==> src/rtl/unstick_pkg.sv <==
package unstick_pkg;
  typedef enum logic [2:0] {
    ST_IDLE  = 3'd0,
    ST_LEAD  = 3'd1,
    ST_CHECK = 3'd2,
    ST_HIGH  = 3'd3,
    ST_LOW   = 3'd4,
    ST_TAIL  = 3'd5,
    ST_DONE  = 3'd6
  } rec_state_t;
endpackage

==> src/rtl/unstick_sync.sv <==
module unstick_sync #(
  parameter int STAGES = 2
) (
  input  logic clk,
  input  logic rst_n,
  input  logic d_i,
  output logic q_o
);
  logic [STAGES-1:0] chain_q;

  generate
    for (genvar g = 0; g < STAGES; g++) begin : g_stage
      if (g == 0) begin : g_first
        always_ff @(posedge clk or negedge rst_n) begin
          if (!rst_n) chain_q[0] <= 1'b1;
          else        chain_q[0] <= d_i;
        end
      end else begin : g_next
        always_ff @(posedge clk or negedge rst_n) begin
          if (!rst_n) chain_q[g] <= 1'b1;
          else        chain_q[g] <= chain_q[g-1];
        end
      end
    end
  endgenerate

  assign q_o = chain_q[STAGES-1];
endmodule

==> src/rtl/unstick_timer.sv <==
module unstick_timer #(
  parameter int PHASE_CYC = 100000
) (
  input  logic clk,
  input  logic rst_n,
  input  logic load_i,
  output logic expired_o
);
  localparam int CW = (PHASE_CYC < 2) ? 1 : $clog2(PHASE_CYC);
  localparam logic [CW-1:0] RELOAD = CW'(PHASE_CYC - 1);

  logic [CW-1:0] cnt_q, cnt_d;
  logic          cnt_en;

  always_comb begin
    cnt_en = load_i || (cnt_q != '0);
    cnt_d  = load_i ? RELOAD : (cnt_q - 1'b1);
  end

  always_ff @(posedge clk or negedge rst_n) begin
    if (!rst_n)      cnt_q <= '0;
    else if (cnt_en) cnt_q <= cnt_d;
  end

  assign expired_o = (cnt_q == '0);

  p_count_bound_r5: assert property (@(posedge clk) disable iff (!rst_n)
    cnt_q <= RELOAD);
  p_reload_r5: assert property (@(posedge clk) disable iff (!rst_n)
    load_i |=> (cnt_q == RELOAD));
endmodule

==> src/rtl/unstick_fsm.sv <==
module unstick_fsm
  import unstick_pkg::*;
#(
  parameter int MAX_PULSES = 10
) (
  input  logic clk,
  input  logic rst_n,
  input  logic start_i,
  input  logic busy_i,
  input  logic sda_s_i,
  input  logic phase_end_i,
  output logic load_o,
  output logic scl_o,
  output logic own_o,
  output logic done_o,
  output logic sda_free_o
);
  localparam int PW = $clog2(MAX_PULSES + 1);
  localparam logic [PW-1:0] CAP = PW'(MAX_PULSES);

  rec_state_t    st_q, st_d;
  logic [PW-1:0] pulses_q, pulses_d;
  logic          pulses_en;
  logic          free_q, free_d, free_en;

  always_comb begin
    st_d      = st_q;
    pulses_d  = pulses_q;
    pulses_en = 1'b0;
    free_d    = sda_s_i;
    case (st_q)
      ST_IDLE: begin
        if (start_i) begin
          if (busy_i || !sda_s_i) begin
            st_d      = ST_LEAD;
            pulses_d  = '0;
            pulses_en = 1'b1;
          end else begin
            st_d = ST_DONE;
          end
        end
      end
      ST_LEAD:  if (phase_end_i) st_d = ST_CHECK;
      ST_CHECK: begin
        if (sda_s_i || (pulses_q == CAP)) begin
          st_d = ST_TAIL;
        end else begin
          st_d      = ST_HIGH;
          pulses_d  = pulses_q + 1'b1;
          pulses_en = 1'b1;
        end
      end
      ST_HIGH:  if (phase_end_i) st_d = ST_LOW;
      ST_LOW:   if (phase_end_i) st_d = ST_CHECK;
      ST_TAIL:  if (phase_end_i) st_d = ST_DONE;
      ST_DONE:  st_d = ST_IDLE;
      default:  st_d = ST_IDLE;
    endcase
    free_en = (st_d == ST_DONE) && (st_q != ST_DONE);
  end

  always_ff @(posedge clk or negedge rst_n) begin
    if (!rst_n) begin
      st_q     <= ST_IDLE;
      pulses_q <= '0;
      free_q   <= 1'b0;
    end else begin
      st_q <= st_d;
      if (pulses_en) pulses_q <= pulses_d;
      if (free_en)   free_q   <= free_d;
    end
  end

  always_comb begin
    load_o     = (st_d != st_q);
    own_o      = (st_q != ST_IDLE) && (st_q != ST_DONE);
    scl_o      = (st_q == ST_IDLE) || (st_q == ST_HIGH) ||
                 (st_q == ST_TAIL) || (st_q == ST_DONE);
    done_o     = (st_q == ST_DONE);
    sda_free_o = free_q;
  end

  p_pulse_cap_r6: assert property (@(posedge clk) disable iff (!rst_n)
    pulses_q <= CAP);
  p_stop_on_high_r4: assert property (@(posedge clk) disable iff (!rst_n)
    (st_q == ST_CHECK && sda_s_i) |=> (st_q == ST_TAIL));
  p_no_abort_r9: assert property (@(posedge clk) disable iff (!rst_n)
    own_o |=> (st_q != ST_IDLE));
  p_done_single_r7: assert property (@(posedge clk) disable iff (!rst_n)
    done_o |=> !done_o);
endmodule

==> src/rtl/i2c_unstick.sv <==
module i2c_unstick #(
  parameter int PHASE_CYC   = 100000,
  parameter int MAX_PULSES  = 10,
  parameter int SYNC_STAGES = 2
) (
  input  logic clk,
  input  logic rst_n,
  input  logic start_i,
  input  logic busy_i,
  input  logic sda_i,
  output logic scl_o,
  output logic pin_own_o,
  output logic done_o,
  output logic sda_free_o
);
  logic sda_s;
  logic phase_end;
  logic load;

  unstick_sync #(.STAGES(SYNC_STAGES)) u_sync (
    .clk(clk), .rst_n(rst_n), .d_i(sda_i), .q_o(sda_s)
  );

  unstick_timer #(.PHASE_CYC(PHASE_CYC)) u_timer (
    .clk(clk), .rst_n(rst_n), .load_i(load), .expired_o(phase_end)
  );

  unstick_fsm #(.MAX_PULSES(MAX_PULSES)) u_fsm (
    .clk(clk), .rst_n(rst_n), .start_i(start_i), .busy_i(busy_i),
    .sda_s_i(sda_s), .phase_end_i(phase_end), .load_o(load),
    .scl_o(scl_o), .own_o(pin_own_o), .done_o(done_o),
    .sda_free_o(sda_free_o)
  );

  p_released_high_r1: assert property (@(posedge clk) disable iff (!rst_n)
    !pin_own_o |-> scl_o);
  p_done_releases_r7: assert property (@(posedge clk) disable iff (!rst_n)
    done_o |-> !pin_own_o);
endmodule

==> config.mk <==
export PLATFORM = sky130hd
export DESIGN_NAME = i2c_unstick
export DESIGN_NICKNAME = d
export VERILOG_FILES = /design/src/rtl/unstick_pkg.sv /design/src/rtl/unstick_sync.sv /design/src/rtl/unstick_timer.sv /design/src/rtl/unstick_fsm.sv /design/src/rtl/i2c_unstick.sv
export SDC_FILE = /design/constraint.sdc
export NUM_CORES = 1
export LEC_CHECK = 0
export ABC_CLOCK_PERIOD_IN_PS = 5170
export BUFFER_PORTS_ARGS = -buffer_cell sky130_fd_sc_hd__buf_2
export CAP_MARGIN = 20
export CORE_ASPECT_RATIO = 2
export CORE_MARGIN = 1.5
export CORE_UTILIZATION = 40
export DETAILED_ROUTE_END_ITERATION = 10
export HOLD_SLACK_MARGIN = 0.08
export PLACE_DENSITY = 0.64
export SLEW_MARGIN = 10
export SYNTH_ARGS = -nofsm -noshare
export SYNTH_HDL_FRONTEND = slang
export SYNTH_SLANG_ARGS = --single-unit
==> constraint.sdc <==
create_clock -name clk -period 5.17 [get_ports clk]
set_input_delay 0.517 -clock clk [delete_from_list [all_inputs] [get_ports clk]]
set_output_delay 0.517 -clock clk [all_outputs]
set_load 0.01 [all_outputs]
==> impl_metrics.csv <==
group,metric,value,unit
placed_design,hpwl,2.59,mm
power,power_density,380,nW/um^2
final_layout,syn2layout_area_growth,7.00,%
power,ir_worst_vdd,0.157,mV
power,p_leak,0.709,nW
routing,wl_per_cell,15.5,um
routing,wl,3.35,mm
final_layout,register_area,678,um^2
logic_synthesis,synth_edf_count,0,
final_layout,stdcell_area,1680,um^2
critical_path,cp_slowest_cell,"or3_1",
sta,rsz0062_at_grt,"no",
final_layout,nNetsFinal,175,
global_routing,grtUsageTotal,0.176,
logic_synthesis,synth-seq-area-share,0.431,
sta,hold-worst-slack,0.239,ns
status,status,"finished clean",
clock_network,cts_tree,"done",
critical_path,ff2ff_path_depth,5,
clock_network,hold_buffers,0,
sta,fmax,0.403,GHz
global_routing,overflow,0,
floorplan,top_level_ports,9,
sta,worst_pin_slew,0.751,ns
critical_path,timing.rr.start,"u_timer.cnt_q[5]$_DFFE_PN0P_",
clock_network,worstSkewPairLatency,0.28,ns
global_routing,antenna_found_initial,0,
floorplan,rows,32,
placed_design,port_buffers,8,
sta,setup_viol,0,
global_routing,grt_pass1_vias,1200,
logic_synthesis,avgSynthCellArea,9.89,um^2
routing,drt_first_pass_iters,4,
critical_path,startpoint_type,"flop",
critical_path,cp_max_fo,17,
placed_design,placed_area,1640,um^2
clock_network,cts_root_buffer,"clkbuf_8",
logic_synthesis,synth_ff_type,"dfrtp_1",
sta,slew-limit-headroom,0.499,
critical_path,worst_ep_arrival_time,2.65,ns
critical_path,crit_required,5.34,ns
floorplan,die-area,4340,um^2
logic_synthesis,async_flop_share,1.00,
sta,skew,0.00410,ns
critical_path,rrSetupSlack,2.69,ns
floorplan,start_util,0.413,
power,seq_power_share,0.514,
sta,period_share,0.480,
power,pwr-share-comb,0.296,
routing,dr.first_iter.drc_count,35,
clock_network,post_cts_buffers,0,
logic_synthesis,synth.net_count,168,
critical_path,timing.rr.end,"u_timer.cnt_q[12]$_DFFE_PN0P_",
clock_network,clkTransAtPathRegs,0.09,ns
power,clkPwrFrac,0.190,
logic_synthesis,synth_cell_type_count,46,
clock_network,cts_made_buffers,3,
critical_path,crit_type,"reg -> reg",
critical_path,critical_path.max_stage_delay,0.60,ns
global_routing,grt_max_degree,28,
final_layout,n_antenna_cell,0,
logic_synthesis,syn_area,1570,um^2
floorplan,die_y,91.7,um
critical_path,worstSetupEndpointType,"flop",
worst_hold_path,hp-class,"in -> async",
routing,final_antenna_net_count,0,
sta,drv_slew,0,
logic_synthesis,ys_ff_latch,27,
clock_network,htreeDepth,1,
sta,fin_crit,2.48,ns
placed_design,place_congestion,0.881,
power,fin_total_pwr,640,uW
clock_network,cts_resized,0,
sta,timing.setup.tns,0,ns
logic_synthesis,yosys_warnings,0,
clock_network,clockBufferDepth,2,
final_layout,drive_gt1_frac,0.152,
sta,hold_viol,0,
run,maxCapViolations,0,
routing,vias,1227,
floorplan,core_area,3800,um^2
final_layout,fillers,382,
power,power_switching,226,uW
final_layout,multi_input_area,833,um^2
critical_path,worstPathCellList,"or4_4 > or3_1 > o211ai_1 > a22oi_2 > and2_1",
floorplan,die_x,47.3,um
clock_network,clock-sinks,27,
routing,vias_per_cell,5.68,
routing,remaining_drc_errors,0,
power,intPower,414,uW
power,swShare,0.353,
global_routing,grt_pass1_wl,5.44,mm
logic_synthesis,synth_cells,159,
[cell families (layout without fill, tap and decap cells)]
group / count (synthesis) / after routing / synth area share
AO/OA/AOI/OAI: 30 / 30 / 0.143
buffers and inverters: 12 / 18 / 0.0390
multiplexers: 4 / 4 / 0.0294
flip-flops: 27 / 27 / 0.431
XOR/XNOR: 15 / 15 / 0.0835
AND/OR/NAND/NOR: 67 / 67 / 0.242
adder cells (fa/ha/maj): 4 / 4 / 0.0318
[sequential cells by signal, summed over array words and instances, names as in the netlist]
register          cells
u_fsm.st_q            3
u_sync.chain_q        1
u_timer.cnt_q        17
u_sync.q_o            1
u_fsm.sda_free_o      1
u_fsm.pulses_q        4
[per-layer routing]
metal / vias up / routed length (um) / track usage
met5: - / 0 / 0
met4: 0 / 78 / 0.0787
met3: 7 / 82 / 0.0197
met2: 34 / 2020 / 0.333
met1: 612 / 1170 / 0.166
li1: 574 / - / -
[power by group through the flow]
stage / clock network (mW) / registers [mW] / logic, mW
after floorplan: 0 / 0.311 / 0.159
after global placement: 0 / 0.330 / 0.186
after detailed placement: 0 / 0.333 / 0.193
after CTS: 0.126 / 0.329 / 0.195
after global routing: 0.135 / 0.338 / 0.217
final: 0.122 / 0.329 / 0.190
[Yosys cell counts, drive strengths merged, types with 3 or more instances]
cell    instances  area, um^2
and2            7        43.8
clkbuf          4        16.3
dfrtp          25         626
ha              4        50.1
inv             6        22.5
nand2          13        48.8
nand3           6        30.0
nand4           3        18.8
nor2           15        72.6
nor2b           3        18.8
nor3            5        25.0
nor4            5        46.3
o211ai          4        40.0
o21ai          12        60.1
or3             3        18.8
xnor2           6        52.6
xor2            9        78.8
[stage by stage]
step / worst slack, ns / std cells / util
finish: 2.69 / 216 / 0.442
global route: 2.53 / 216 / 0.442
CTS: 2.67 / 216 / 0.442
detailed placement: 2.69 / 212 / 0.431
global placement: 2.73 / 212 / 0.431
floorplan: 3.04 / 159 / -
[how the worst max path moves through the flow]
stage	startpoint	slack [ns]	end
after CTS	u_timer.cnt_q[5]$_DFFE_PN0P_	2.67	u_timer.cnt_q[12]$_DFFE_PN0P_
after global routing	u_timer.cnt_q[13]$_DFFE_PN0P_	2.53	u_timer.cnt_q[12]$_DFFE_PN0P_
final	u_timer.cnt_q[5]$_DFFE_PN0P_	2.69	u_timer.cnt_q[12]$_DFFE_PN0P_
after detailed placement	u_timer.cnt_q[7]$_DFFE_PN0P_	2.69	u_timer.cnt_q[12]$_DFFE_PN0P_
after global placement	u_timer.cnt_q[7]$_DFFE_PN0P_	2.73	u_timer.cnt_q[13]$_DFFE_PN0P_
after floorplan	u_timer.cnt_q[0]$_DFFE_PN0P_	3.04	u_timer.cnt_q[14]$_DFFE_PN0P_
[layout by cell type (no fill, tap or decap), types with 4 or more instances in the layout]
cell type	instances
and2_1	7
buf_2	8
dfrtp_1	25
ha_1	4
inv_1	6
nand2_1	13
nand3_1	6
nor2_1	14
nor3_1	5
nor4_1	4
o21ai_0	11
xnor2_1	6
xor2_1	9
[critical path, delay by kind of cell, from the launching register on]
kind	cells	cell delay (ns)
DFF	1	0.45
and+or+nand+nor	3	1.35
AOI/OAI and AO/OA	2	0.56
[layout make-up]
cell class                      count  share of cell area
Multi-Input combinational cell    120               0.495
Sequential cell                    27               0.403
Tap cell                           51              0.0379
Clock buffer                        4              0.0268
Timing Repair Buffer                8              0.0238
Inverter                            6              0.0134
(Power assumes the default switching activity.)
